### src/rtl/serial_rx_pkg.sv
package serial_rx_pkg;
  typedef enum logic [1:0] {
    MODE_SPI3 = 2'b00,
    MODE_SPI4 = 2'b01,
    MODE_BUS  = 2'b10,
    MODE_SER9 = 2'b11
  } rx_mode_e;
endpackage

### src/rtl/srx_pin_sync.sv
module srx_pin_sync #(
  parameter int W = 4,
  parameter int STAGES = 2,
  parameter logic [W-1:0] RST_VAL = '0
) (
  input  logic         clk,
  input  logic         rst,
  input  logic [W-1:0] din,
  output logic [W-1:0] dout
);
  logic [W-1:0] stage [STAGES];

  genvar g;
  generate
    for (g = 0; g < STAGES; g++) begin : g_stage
      if (g == 0) begin : g_first
        always_ff @(posedge clk) begin
          if (rst) stage[g] <= RST_VAL;
          else     stage[g] <= din;
        end
      end else begin : g_next
        always_ff @(posedge clk) begin
          if (rst) stage[g] <= RST_VAL;
          else     stage[g] <= stage[g-1];
        end
      end
    end
  endgenerate

  assign dout = stage[STAGES-1];
endmodule

### src/rtl/srx_framer.sv
module srx_framer
  import serial_rx_pkg::*;
#(
  parameter int DW = 8
) (
  input  logic          clk,
  input  logic          rst,
  input  rx_mode_e      mode,
  input  logic          cs_idle,
  input  logic          rx_rise,
  input  logic          sdin,
  input  logic          dcpin,
  output logic          done,
  output logic [DW-1:0] byte_o,
  output logic          dc_o,
  output logic          abort
);
  localparam int CW = $clog2(DW + 2);
  localparam logic [CW-1:0] LAST_SPI = CW'(DW - 1);
  localparam logic [CW-1:0] LAST_SER = CW'(DW);

  logic [CW-1:0] cnt;
  logic [DW-1:0] sh;
  logic          dcb;
  logic [CW-1:0] last;

  assign last = (mode == MODE_SER9) ? LAST_SER : LAST_SPI;

  always_ff @(posedge clk) begin
    if (rst) begin
      cnt    <= '0;
      sh     <= '0;
      dcb    <= 1'b0;
      done   <= 1'b0;
      byte_o <= '0;
      dc_o   <= 1'b0;
      abort  <= 1'b0;
    end else begin
      done  <= 1'b0;
      abort <= 1'b0;
      if (cs_idle) begin
        if (cnt != '0) abort <= 1'b1;
        cnt <= '0;
      end else if (rx_rise) begin
        if (mode == MODE_SER9 && cnt == '0) dcb <= sdin;
        else sh <= {sh[DW-2:0], sdin};
        if (cnt == last) begin
          cnt    <= '0;
          done   <= 1'b1;
          byte_o <= {sh[DW-2:0], sdin};
          dc_o   <= (mode == MODE_SER9) ? dcb : dcpin;
        end else begin
          cnt <= cnt + 1'b1;
        end
      end
    end
  end
endmodule

### src/rtl/srx_classifier.sv
module srx_classifier
  import serial_rx_pkg::*;
#(
  parameter int DW = 8,
  parameter logic [DW-1:0] LEN_OP = 8'h2D,
  parameter logic [DW-1:0] RD_OP  = 8'h3C
) (
  input  logic          clk,
  input  logic          rst,
  input  rx_mode_e      mode,
  input  logic          done,
  input  logic [DW-1:0] byte_i,
  input  logic          dc_i,
  input  logic          abort,
  output logic          valid,
  output logic [DW-1:0] data,
  output logic          is_data,
  output logic          rd_start
);
  logic [DW-1:0] rem;
  logic          expect_len;

  always_ff @(posedge clk) begin
    if (rst) begin
      valid      <= 1'b0;
      data       <= '0;
      is_data    <= 1'b0;
      rd_start   <= 1'b0;
      rem        <= '0;
      expect_len <= 1'b0;
    end else begin
      valid    <= 1'b0;
      rd_start <= 1'b0;
      if (done) begin
        valid <= 1'b1;
        data  <= byte_i;
        if (mode == MODE_SPI3) begin
          if (rem != '0) begin
            is_data <= 1'b1;
            rem     <= rem - 1'b1;
          end else if (expect_len) begin
            is_data    <= 1'b0;
            expect_len <= 1'b0;
            rem        <= (byte_i == '0) ? DW'(1) : byte_i;
          end else begin
            is_data    <= 1'b0;
            expect_len <= (byte_i == LEN_OP);
            rd_start   <= (byte_i == RD_OP);
          end
        end else begin
          is_data    <= dc_i;
          rd_start   <= !dc_i && (byte_i == RD_OP);
          rem        <= '0;
          expect_len <= 1'b0;
        end
      end else if (abort || mode != MODE_SPI3) begin
        rem        <= '0;
        expect_len <= 1'b0;
      end
    end
  end
endmodule

### src/rtl/srx_readback.sv
module srx_readback #(
  parameter int DW = 8
) (
  input  logic          clk,
  input  logic          rst,
  input  logic          cs_idle,
  input  logic          rd_start,
  input  logic [DW-1:0] status_i,
  input  logic          fall,
  input  logic          rise,
  output logic          busy,
  output logic          sdo,
  output logic          oe
);
  localparam int RC = $clog2(DW);
  localparam logic [RC-1:0] LAST = RC'(DW - 1);

  logic [DW-1:0] sh;
  logic [RC-1:0] rcnt;

  always_ff @(posedge clk) begin
    if (rst) begin
      busy <= 1'b0;
      sdo  <= 1'b0;
      oe   <= 1'b0;
      sh   <= '0;
      rcnt <= '0;
    end else if (cs_idle) begin
      busy <= 1'b0;
      oe   <= 1'b0;
      rcnt <= '0;
    end else if (rd_start) begin
      busy <= 1'b1;
      sh   <= status_i;
      rcnt <= '0;
      oe   <= 1'b0;
    end else if (busy) begin
      if (fall) begin
        sdo <= sh[DW-1];
        sh  <= {sh[DW-2:0], 1'b0};
        oe  <= 1'b1;
      end else if (rise && oe) begin
        if (rcnt == LAST) begin
          busy <= 1'b0;
          oe   <= 1'b0;
          rcnt <= '0;
        end else begin
          rcnt <= rcnt + 1'b1;
        end
      end
    end
  end
endmodule

### src/rtl/serial_cmd_rx.sv
module serial_cmd_rx
  import serial_rx_pkg::*;
#(
  parameter int DW = 8,
  parameter int SYNC_STAGES = 2,
  parameter logic [DW-1:0] LEN_OP = 8'h2D,
  parameter logic [DW-1:0] RD_OP  = 8'h3C
) (
  input  logic          clk,
  input  logic          rst,
  input  logic [1:0]    mode_sel,
  input  logic          csn_pin,
  input  logic          sclk_pin,
  input  logic          sdin_pin,
  input  logic          dc_pin,
  input  logic [DW-1:0] status_in,
  output logic          byte_valid,
  output logic [DW-1:0] byte_data,
  output logic          byte_is_data,
  output logic          sdo_out,
  output logic          sdo_oe
);
  rx_mode_e mode;
  logic [3:0] pins_s;
  logic csn_s, sclk_s, sdin_s, dc_s, sclk_d;
  logic sclk_rise, sclk_fall, cs_idle, rd_busy;
  logic f_done, f_dc, f_abort, rd_start;
  logic [DW-1:0] f_byte;

  assign mode = rx_mode_e'(mode_sel);

  srx_pin_sync #(.W(4), .STAGES(SYNC_STAGES), .RST_VAL(4'b0001)) u_sync (
    .clk(clk), .rst(rst),
    .din({dc_pin, sdin_pin, sclk_pin, csn_pin}),
    .dout(pins_s)
  );
  assign {dc_s, sdin_s, sclk_s, csn_s} = pins_s;

  always_ff @(posedge clk) begin
    if (rst) sclk_d <= 1'b0;
    else     sclk_d <= sclk_s;
  end

  assign sclk_rise = sclk_s & ~sclk_d;
  assign sclk_fall = ~sclk_s & sclk_d;
  assign cs_idle   = csn_s | (mode == MODE_BUS);

  srx_framer #(.DW(DW)) u_framer (
    .clk(clk), .rst(rst), .mode(mode), .cs_idle(cs_idle),
    .rx_rise(sclk_rise & ~rd_busy), .sdin(sdin_s), .dcpin(dc_s),
    .done(f_done), .byte_o(f_byte), .dc_o(f_dc), .abort(f_abort)
  );

  srx_classifier #(.DW(DW), .LEN_OP(LEN_OP), .RD_OP(RD_OP)) u_class (
    .clk(clk), .rst(rst), .mode(mode), .done(f_done), .byte_i(f_byte),
    .dc_i(f_dc), .abort(f_abort), .valid(byte_valid), .data(byte_data),
    .is_data(byte_is_data), .rd_start(rd_start)
  );

  srx_readback #(.DW(DW)) u_rdbk (
    .clk(clk), .rst(rst), .cs_idle(cs_idle), .rd_start(rd_start),
    .status_i(status_in), .fall(sclk_fall), .rise(sclk_rise),
    .busy(rd_busy), .sdo(sdo_out), .oe(sdo_oe)
  );
endmodule

### config.mk
export PLATFORM = sky130hd
export DESIGN_NAME = serial_cmd_rx
export DESIGN_NICKNAME = d
export VERILOG_FILES = /design/src/rtl/serial_rx_pkg.sv /design/src/rtl/srx_pin_sync.sv /design/src/rtl/srx_framer.sv /design/src/rtl/srx_classifier.sv /design/src/rtl/srx_readback.sv /design/src/rtl/serial_cmd_rx.sv
export SDC_FILE = /design/constraint.sdc
export NUM_CORES = 1
export LEC_CHECK = 0
export BUFFER_PORTS_ARGS = -buffer_cell sky130_fd_sc_hd__buf_2
export CAP_MARGIN = 40
export CELL_PAD_IN_SITES_DETAIL_PLACEMENT = 2
export CELL_PAD_IN_SITES_GLOBAL_PLACEMENT = 2
export CORE_MARGIN = 2
export CORE_UTILIZATION = 33
export DETAILED_ROUTE_END_ITERATION = 8
export PLACE_DENSITY = 0.74
export SLEW_MARGIN = 20
export SYNTH_ARGS = -nofsm -noshare
export SYNTH_HDL_FRONTEND = slang
export SYNTH_SLANG_ARGS = --single-unit
### constraint.sdc
create_clock -name clk -period 1.6 [get_ports clk]
set_input_delay 0.08 -clock clk [delete_from_list [all_inputs] [get_ports clk]]
set_output_delay 0.08 -clock clk [all_outputs]
set_load 0.01 [all_outputs]
# --- Yosys cells after proc, flatten, opt, wreduce, memory -nomap -nowiden ---
# Memories as Yosys holds them, arrays and structs flattened.
# Index checks and enable logic that the tools add are counted.
op_classes:
  n_bitwise: 15
  n_addsub: 3
  n_mux: 39
  n_eq_ne: 8
  n_reduce_logical: 30
op_table:
  columns: ["cell", "count"]
  rows:
  - ["$mux 8", 9]
  - ["$mux 1", 25]
  - ["$reduce_and 3->1", 6]
  - ["$eq 8x6->1 const B", 2]
  - ["$mux 4", 4]
  - ["$reduce_bool 2->1", 6]
  - ["$not 1->1", 9]
  - ["$logic_not 8->1", 1]
  - ["$reduce_bool 8->1", 1]
  - ["$sub 8x1->8 const B", 1]
  - ["$reduce_or 2->1", 3]
  - ["$reduce_or 3->1", 2]
  - ["$add 4x1->4 const B", 1]
  - ["$eq 2x2->1 const B", 2]
  - ["$eq 4x4->1", 1]
  - ["$logic_not 4->1", 1]
  - ["$ne 4x3->1 const B", 1]
  - ["$reduce_and 2->1", 2]
  - ["$reduce_and 4->1", 1]
  - ["$reduce_bool 4->1", 1]
  - ["$add 3x1->3 const B", 1]
  - ["$and 1x1->1", 3]
  - ["$eq 3x3->1 const B", 1]
  - ["$logic_and 1x1->1", 3]
  - ["6 further kinds", 8]
totals:
  register_bits: 58
  mem_count: 1
  mem_bits_rw: 8
  out_inout_bits: 12
mem_list:
  columns: ["name", "words", "width", "read_ports", "rd_ports_with_merged_regs", "write_ports", "line_no", "text"]
  rows:
  - ["u_sync.stage", 2, 4, 2, 0, 2, "srx_pin_sync.sv:11", "logic [W-1:0] stage [STAGES];"]

# --- Longest topological paths before layout ---
# Gate-level depths: netlist (run 1).
depth:
  word_depth: 7
  ltp_mapped: 7
  ltp_nobuf: 6

# --- Cells and area by module ---
# From an unflattened synthesis (run 1), not the netlist that was laid out.
unflattened:
  cells_unflattened: 316
  hier_area_um2: 3091.7
modules_own_cells:
  columns: ["mod", "instances", "seq_area_each_um2", "cells_each", "area_each_um2"]
  rows:
  - ["srx_classifier", 1, 400.4, 119, 1103.6]
  - ["srx_framer", 1, 460.4, 104, 1027.2]
  - ["srx_readback", 1, 280.3, 70, 678.2]
  - ["srx_pin_sync", 1, 160.2, 16, 210.2]
  - ["serial_cmd_rx", 1, 20.0, 7, 72.6]

# --- Worst setup path before layout (run 1) ---
# Ideal clock, no wire load.
synth_timing:
  path_kind: "register to register"
  startpoint: "register u_class.rem[0]"
  endpoint: "register u_class.rem[7]"
  setup_ps: 117
  path_stages_with_launch: 7
  n_path_buf: 0
  t_required_ps: 1483
  slack_ps: -166
  arrival_ps: 1649
  cell_sequence: "dfxtp_1 inv_1 ha_1 or4b_1 o31ai_1 a2111oi_0 o22a_1"
synth_between:
  elab_chain_cells: 4
  elab_cells_between_ends: 7
synth_lines:
  columns: ["element", "line_no", "text"]
  rows:
  - ["start, declared", "srx_classifier.sv:20", "logic [DW-1:0] rem;"]
  - ["start signal, assigned", "srx_classifier.sv:40", "rem <= rem - 1'b1;"]
  - ["start signal, assigned", "srx_classifier.sv:44", "rem <= (byte_i == '0) ? DW'(1) : byte_i;"]
  - ["$sub 8x1->8 or $reduce_bool 8->1 (tied branches)", "srx_classifier.sv:40, srx_classifier.sv:38", null]
  - ["$mux 8", "srx_classifier.sv:38", "if (rem != '0) begin"]
  - ["$mux 8", "srx_classifier.sv:37", "if (mode == MODE_SPI3) begin"]
  - ["$mux 8", "srx_classifier.sv:34", "if (done) begin"]
# Parallel ways exist; a longest one is shown, timed or not.
# A chain may end at the register's enable or synchronous reset.

# --- Worst setup path after layout (run 1) ---
layout_timing:
  startpoint: "register u_class.rem[0]"
  endpoint: "register u_class.rd_start"
layout_between:
  elab_chain_cells: 3
layout_lines:
  columns: ["element", "line_no", "text"]
  rows:
  - ["$reduce_bool 8->1", "srx_classifier.sv:38", null]
  - ["$mux 1", "srx_classifier.sv:38", null]
  - ["$mux 1", "srx_classifier.sv:37", null]
  - ["end signal, assigned", "srx_classifier.sv:48", "rd_start <= (byte_i == RD_OP);"]
  - ["end signal, assigned", "srx_classifier.sv:52", "rd_start <= !dc_i && (byte_i == RD_OP);"]
  - ["end, declared", "srx_classifier.sv:18", "output logic rd_start"]
# No other way between the ends.

==> impl_metrics.json, run 1 <==
{
  "status": "complete, but fails checks",
  "violations": "negative setup slack",
  "max-vdd-ir-drop_v": 0.000402,
  "root_buffer": "clkbuf_8",
  "hp-class": "in -> reg",
  "grt_pass1_wl_microns": 16000,
  "yosysWarnings": 0,
  "rsz0062_at_grt": "yes",
  "start_kind": "register",
  "syn_avg_cell_area_sq_um": 9.00,
  "grt_busiest_layer": "met2",
  "cp_max_fo": 5,
  "hold_slack_ns": 0.0208,
  "power_leakage_nw": 1.40,
  "layout.cells.non_filler": 507,
  "rows": 34,
  "htreeDepth": 3,
  "drive_above_1_share": 0.318,
  "cap_viol_max_count": 0,
  "gr-total-overflow": 0,
  "ys_async_sr_fraction": 0,
  "relSlewSlack": 0.657,
  "synth_flop_cell": "dfxtp_1",
  "ys_types": 53,
  "yosys-top-cells-area": "dfxtp_1 45%, a21oi_1 6.0%, mux2i_1 5.8%",
  "arrival_ns": 1.99,
  "nets": 416,
  "chipWidth_microns": 98.4,
  "hpwl_microns": 6410,
  "met3_usage": 0.0340,
  "synthTopCellsByCount": "66 x dfxtp_1, 35 x a21oi_1, 26 x nor2_1",
  "layout_min_cycle_time_ns": 1.74,
  "io_pins": 28,
  "syn_to_final_growth_pct": 32.1,
  "seq_area_frac_synth": 0.449,
  "drt_iter0_drc": 54,
  "grt_pass1_vias": 3076,
  "critPathCaptureType": "register",
  "max_stage_delay_ns": 0.51,
  "grtUsageMet2": 0.376,
  "cts.sinks": 66,
  "antenna_found_initial": 0,
  "grt_max_degree": 40,
  "ant_nets": 0,
  "numCtsBuffers": 9,
  "synth_nets": 349,
  "pre_cts_ws_ns": -0.145,
  "core_area_sq_um": 8680,
  "fmax_mhz": 575,
  "synth_most_common_cell": "dfxtp_1",
  "routedWlPerCell_microns": 19.1,
  "setup_viol": 10,
  "fin_crit_sh": 1.09,
  "fin_skew_ns": 0.0104,
  "powerDensity_nw_per_um2": 836,
  "synth_top_area_share": 0.449,
  "cts_tree": "done",
  "crit_chain": "inv_2, ha_4, or4b_4, nor2_4, buf_6, a21oi_2, nor4b_2",
  "dr.pass1.iters": 4,
  "clkLatencyLatePin_ns": 0.34,
  "port_buffers": 27,
  "dp_cells": 482,
  "synth_top_cell_by_area": "dfxtp_1",
  "clk_pin_slew_worst_paths_ns": 0.08,
  "synth_edf_count": 0,
  "wl_microns": 9700,
  "clockBufferDepth": 2,
  "layout_setup_ws_ns": -0.140,
  "drc": 0,
  "hold_viol_final": 0,
  "via_per_inst": 5.36,
  "grtUsageTotal": 0.206,
  "cp.required_ns": 1.85,
  "place_congestion": 0.822,
  "die_y_microns": 98.4,
  "grt.met1_usage": 0.254,
  "antenna_cells": 0,
  "dieArea_sq_um": 9690,
  "path_class": "reg -> reg",
  "slowest_stage": "or4b_4",
  "ys_ff_latch": 66,
  "start_util": 0.339,
  "final_util": 0.448,
  "tightest_slew_ns": 0.511,
  "via_count": 2716,
  "syn_area_sq_um": 2940,
  "slew_viol_final": 0,
  "syn_inst": 327
}
final cells by class:
class | count | area (sq um)
Inverter | 8 | 30.0
Clock buffer | 10 | 138
Timing Repair Buffer | 75 | 537
Fill cell | 953 | 4790
Multi-Input combinational cell | 234 | 1650
Tap cell | 108 | 135
Sequential cell | 66 | 1330
Clock inverter | 6 | 66.3
cell usage in the layout, fill, tap and decap left out, types with 9 or more instances in the layout:
cell      count
a21oi_1      32
buf_2        27
buf_4        38
clkbuf_8     10
dfxtp_1      61
mux2i_1      17
nand2_1       9
nand3_1      23
nor2_1       26
nor2b_1       9
o21ai_0      12
timing repair:
action | 4_1_cts | 5_1_grt
buffers inserted | 5 | 0
resized for setup | 17 | 21
pin swaps | 9 | 8
hold endpoints to repair | 4 | 0
endpoints found under the setup margin | 18 | 29
hold buffers | 4 | 0
per-stage QoR:
stage	setup TNS (ns)	total power, W	instance area, sq um
6_report	-1.10	0.00325	3890
5_1_grt	-1.77	0.00337	3890
4_1_cts	-0.501	0.00329	3820
3_5_place_dp	-1.03	0.00184	3470
3_3_place_gp	-0.537	0.00183	3470
2_1_floorplan	-0.0601	0.00177	2980
report_power, final:
part	internal, W	switching [W]	total, W
registers	0.00165	0.00000643	0.00166
clock network	0.000761	0.000669	0.00143
logic	0.0000669	0.0000971	0.000164
total	0.00248	0.000773	0.00325
layer usage:
layer | vias to the layer above | wire length (microns)
met5 | - | 0
met4 | 0 | 76
met3 | 8 | 160
met2 | 17 | 5160
met1 | 1365 | 4300
li1 | 1326 | -
critical path, delay by kind of cell, from the launching register on:
kind | cells | cell delay, ns
buffers and inverters | 2 | 0.23
AND/OR/NAND/NOR | 3 | 0.87
flip-flops | 1 | 0.34
AO/OA/AOI/OAI | 1 | 0.06
adder cells (fa/ha/maj) | 1 | 0.14
cells by family (layout without fill, tap and decap cells):
| family | count (synthesis) | count (layout) | share of synthesized area |
|---|---|---|---|
| DFF | 66 | 66 | 0.449 |
| adders and majority gates | 6 | 6 | 0.0255 |
| AOI/OAI and AO/OA | 87 | 87 | 0.182 |
| muxes | 17 | 17 | 0.0578 |
| and+or+nand+nor | 119 | 119 | 0.233 |
| xor gates and xnor gates | 5 | 5 | 0.0149 |
| buffers and inverters | 27 | 99 | 0.0387 |
path summary, 6_finish.rpt:
check / startpoint / cells past startpoint / slack [ns] / end
worst max register to register: u_class.rem[0] / 7 / -0.14 / u_class.rd_start
worst max-delay path: u_class.rem[0] / 7 / -0.14 / u_class.rd_start
worst min register to register: u_sync.stage[0][0] / 1 / 0.43 / u_sync.stage[1][0]
worst min-delay path: status_in[0] / 3 / 0.02 / u_rdbk.sh[0]
registers in the layout, summed over array words and instances, names as in the netlist, 3 cells and up:
name	cells
u_framer.sh	7
u_framer.cnt	4
u_sync.stage	8
u_class.data	8
u_rdbk.rcnt	3
u_class.rem	8
u_rdbk.sh	8
u_framer.byte_o	8
Power figures use the tool's default switching activity.
==> run 2, diff against run 1 <==
- CORE_ASPECT_RATIO: not set -> 1.2
==> run 2 against run 1 <==
Compared with the run above:
- the run still ends with negative setup slack left
- via count grew 0.44%
- sequential cell count is the same
- sequential power hardly changed
- critical path type unchanged
- first-iteration DRC count rose by 110%
- global-route usage is 0.33 points lower
- final area rose by 0.58%
==> impl_metrics.json, run 2 (synthesis results as in run 1) <==
{
  "wl_met2_microns": 4730,
  "via_per_inst": 5.23,
  "crit_chain": "inv_2, ha_4, or4b_4, buf_6, o2bb2ai_2, a21oi_1, o22a_1",
  "crit_start": "u_class.rem[1]",
  "nets": 422,
  "grt_pass1_wl_microns": 15200,
  "fmax_mhz": 583,
  "die_y_microns": 107,
  "routedWlPerCell_microns": 17.6,
  "setup_viol": 10,
  "rows": 37,
  "fin_crit_sh": 1.07,
  "routedLengthMet1_microns": 4100,
  "hp-start": "status_in[6]",
  "nFillCells": 969,
  "powerDensity_nw_per_um2": 841,
  "power_leakage_nw": 1.44,
  "final_cell_mix": "62 x dfxtp_1, 45 x buf_4, 32 x a21oi_1",
  "root_buffer": "clkbuf_8",
  "drive_above_1_share": 0.319,
  "clkLatencyLatePin_ns": 0.36,
  "critPathCaptureType": "register",
  "wl_met3_microns": 149,
  "grtUsageTotal": 0.203,
  "dieArea_sq_um": 9690,
  "start_util": 0.342,
  "hp-class": "in -> reg",
  "io_pins": 28,
  "max-vdd-ir-drop_v": 0.000597,
  "chipWidth_microns": 90.2,
  "port_buffers": 27,
  "top_layer": "met4",
  "arrival_ns": 1.97,
  "via_count": 2728,
  "cts.sinks": 66,
  "start_kind": "register",
  "clockBufferDepth": 2,
  "ant_nets": 0,
  "antenna_cells": 0,
  "max_stage_delay_ns": 0.55,
  "final_util": 0.454,
  "numCtsBuffers": 9,
  "violations": "negative setup slack",
  "cts_tree": "done",
  "hpwl_microns": 6310,
  "syn_to_final_growth_pct": 32.9,
  "htreeDepth": 3,
  "relSlewSlack": 0.670,
  "pre_cts_ws_ns": -0.133,
  "tightest_slew_ns": 0.495,
  "core_area_sq_um": 8610,
  "hold_viol_final": 0,
  "cp_max_fo": 5,
  "path_class": "reg -> reg",
  "layout_commonest_cell": "dfxtp_1",
  "dr.pass1.iters": 4,
  "clk_pin_slew_worst_paths_ns": 0.07,
  "drt_iter0_drc": 114,
  "layout_setup_ws_ns": -0.115,
  "cap_viol_max_count": 0,
  "grt_max_degree": 58,
  "place_congestion": 0.839,
  "gr-total-overflow": 0,
  "drc": 0,
  "grt_pass1_vias": 2932,
  "status": "complete, but fails checks",
  "wl_microns": 9210,
  "slew_viol_final": 0,
  "fin_skew_ns": 0.00699,
  "rsz0062_at_grt": "yes",
  "regToRegStartpoint": "u_class.rem[1]",
  "slowest_stage": "or4b_4",
  "cp.required_ns": 1.85,
  "layout_min_cycle_time_ns": 1.72,
  "antenna_found_initial": 0
}
## run 2: per-layer routing
layer / global-route usage / vias to the layer above
met5: 0 / -
met4: 0.100 / 0
met3: 0.0343 / 15
met2: 0.357 / 28
met1: 0.239 / 1339
li1: - / 1346
## run 2: worst paths after layout
kind	endpoint	slack, ns	cells after the start
max	u_class.rem[7]	-0.12	7
min	u_rdbk.sh[6]	0.07	3
max reg2reg	u_class.rem[7]	-0.12	7
min reg2reg	u_sync.stage[1][0]	0.43	1
## run 2: final cells by class
class	count	area (sq um)	share of cell area
sequential	66	1330	0.339
timing repair buffer	80	574	0.147
tap	117	146	0.0374
inverter	8	30.0	0.00768
clock buffer	11	151	0.0387
clock inverter	5	52.6	0.0134
multi-input combinational	235	1630	0.417
## run 2: repair_timing
action,4_1_cts,5_1_grt
setup endpoints to repair,26,18
resized for setup,16,5
pin swaps,7,2
hold buffers,5,0
gates cloned,1,0
endpoints found under the hold margin,5,0
buffers inserted,4,0
## run 2: where the power goes
part	total [W]	switching [W]	internal, W
Sequential	0.00166	0.00000637	0.00165
Clock	0.00147	0.000671	0.000796
Combinational	0.000161	0.0000921	0.0000692
Total	0.00329	0.000769	0.00252
## run 2: stage by stage
stage          power (W)  hold slack [ns]  setup TNS [ns]  instances  area (sq um)
2_1_floorplan    0.00177            0.184         -0.0601        327          2980
3_3_place_gp     0.00184            0.271          -0.610        496          3530
3_5_place_dp     0.00184            0.273           -1.56        496          3530
4_1_cts          0.00334           0.0591          -0.558        522          3890
5_1_grt          0.00342           0.0660           -1.33        522          3910
6_report         0.00329           0.0674          -0.714        522          3910
## run 2: critical path: cells and delay by family (launching register included)
family                     cells  cell delay [ns]
buffers and inverters          2             0.23
adders and majority gates      1             0.14
and+or+nand+nor                1             0.55
AOI/OAI and AO/OA              3             0.36
DFF                            1             0.33
==> run 3, diff against run 2 <==
- CORE_MARGIN: 2 -> 8
==> run 3 against run 2 <==
Compared with the run above:
- the flow still finishes with violations (negative setup slack)
- maximum frequency fell by 2.4%
- clock-buffer cell count did not move
- sequential share of layout area fell by 0.53 points
- power rose by 4.3%
- clock skew rose by 0.0042 ns
- combinational power rose by 6%
- non-clock buffer count rose by 3
- final cell count rose by 0.38%
- critical path type unchanged
- largest cell class unchanged
- highest routed layer unchanged
==> impl_metrics.json, run 3 (synthesis results as in run 1) <==
{
  "status": "complete, but fails checks",
  "violations": "negative setup slack",
  "antenna_cells": 0,
  "rsz0062_at_grt": "yes",
  "combPwrFrac": 0.050,
  "slew_viol_final": 0,
  "dieArea_sq_um": 12200,
  "core_area_sq_um": 8610,
  "syn_to_final_growth_pct": 35.1,
  "relSlewSlack": 0.702,
  "powerDensity_nw_per_um2": 863,
  "postLayoutCellArea_sq_um": 3980,
  "root_buffer": "clkbuf_8",
  "place_area_sq_um": 3540,
  "tightest_slew_ns": 0.448,
  "clockBufferDepth": 2,
  "start_util": 0.342,
  "grt_pass1_vias": 3205,
  "chipWidth_microns": 102,
  "dp_cells": 499,
  "slowest_stage": "or4_4",
  "wl_microns": 10200,
  "cap_viol_max_count": 0,
  "via_per_inst": 5.40,
  "crit_start": "u_class.rem[1]",
  "clk_pin_slew_worst_paths_ns": 0.08,
  "final_util": 0.462,
  "cp_max_fo": 4,
  "final_cell_mix": "61 x dfxtp_1, 46 x buf_4, 32 x a21oi_1",
  "hp-class": "in -> reg",
  "nets": 424,
  "layout_min_cycle_time_ns": 1.76,
  "start_kind": "register",
  "ant_nets": 0,
  "layout_commonest_cell": "dfxtp_1",
  "port_buffers": 27,
  "layout_setup_ws_ns": -0.157,
  "seq_power_share": 0.484,
  "routedWlPerCell_microns": 19.6,
  "htreeDepth": 3,
  "gr-total-overflow": 0,
  "path_class": "reg -> reg",
  "crit_path_frequent_cell": "a21oi_2",
  "p_sw_frac": 0.230,
  "drive_above_1_share": 0.334,
  "grtUsageTotal": 0.172,
  "p_sw_w": 0.000790,
  "clkPwrFrac": 0.466,
  "max_stage_delay_ns": 0.43,
  "fmax_mhz": 569,
  "rows": 37,
  "power_leakage_nw": 1.46,
  "clkLatencyLatePin_ns": 0.36,
  "max-vdd-ir-drop_v": 0.000460,
  "cp.required_ns": 1.89,
  "grt_max_degree": 37,
  "critPathCaptureType": "register",
  "cts_tree": "done",
  "internal_power_w": 0.00264,
  "die_y_microns": 119,
  "place_congestion": 0.832,
  "arrival_ns": 2.05,
  "crit_chain": "inv_2, ha_4, nor4b_4, buf_4, a21oi_2, or4_4, a21oi_2",
  "hpwl_microns": 6630,
  "fin_crit_sh": 1.10,
  "setup_viol": 10,
  "drc": 0,
  "cts.sinks": 66,
  "grt_pass1_wl_microns": 16300,
  "antenna_found_initial": 0,
  "layout.cells.non_filler": 524,
  "drt_iter0_drc": 89,
  "via_count": 2830,
  "tns_ns": -0.911,
  "fin_skew_ns": 0.0112,
  "hold_viol_final": 0,
  "regToRegStartpoint": "u_class.rem[1]",
  "dr.pass1.iters": 4,
  "io_pins": 28,
  "hp-start": "rst",
  "numCtsBuffers": 9
}
-- run 3: cell count changes in the layout (fill, tap and decap cells not counted), sizes merged --
cell    previous run  this run
buf               75        78
bufinv             1         2
clkinv             3         2
nor2              28        27
-- run 3: final timing paths --
path / to / slack (ns) / cells after the start
worst max-delay path: u_class.expect_len / -0.16 / 7
worst max register to register: u_class.expect_len / -0.16 / 7
worst min register to register: u_sync.stage[1][0] / 0.44 / 1
worst min-delay path: u_class.rem[5] / 0.05 / 2
-- run 3: critical path, delay by kind of cell (launching register included) --
family	cells	cell delay [ns]
fa+ha+maj	1	0.13
flops	1	0.33
compound gates	2	0.20
simple gates	2	0.75
buf+inv	2	0.27
-- run 3: metrics by stage --
step | hold WS [ns] | total power (W) | setup WS (ns)
after floorplan | 0.184 | 0.00177 | -0.0286
after global placement | 0.274 | 0.00184 | -0.0998
after detailed placement | 0.277 | 0.00184 | -0.180
final | 0.0518 | 0.00343 | -0.157
after global routing | 0.0618 | 0.00356 | -0.220
after CTS | 0.0425 | 0.00344 | -0.0724
-- run 3: power by group through the flow --
stage	Sequential, W	Combinational, W	Clock, W
3_5_place_dp	0.00170	0.000144	0
3_3_place_gp	0.00170	0.000139	0
5_1_grt	0.00166	0.000184	0.00172
6_report	0.00166	0.000171	0.00160
2_1_floorplan	0.00170	0.0000761	0
4_1_cts	0.00166	0.000162	0.00162
-- run 3: routing by layer --
metal  wire length (microns)  GRT usage  up-vias
met5                       0          0        -
met4                     282     0.0911        0
met3                     303     0.0361       22
met2                    5460      0.294       50
met1                    4200      0.192     1417
li1                        -          -     1341
-- run 3: timing repair --
action,4_1_cts,5_1_grt
resized for setup,12,18
buffers inserted,4,0
cloned,0,0
hold buffers,5,0
endpoints found under the setup margin,18,29
endpoints found under the hold margin,5,0
pin swaps,8,5
-- run 3: final cells by class --
| class | instances | area [sq um] |
|---|---|---|
| repair buffers | 83 | 596 |
| multi-input cells | 234 | 1660 |
| well taps | 117 | 146 |
| inverters | 8 | 30.0 |
| fillers | 961 | 4630 |
| clock inverters | 5 | 77.6 |
| flip-flops and latches | 66 | 1330 |
| clock buffers | 11 | 141 |
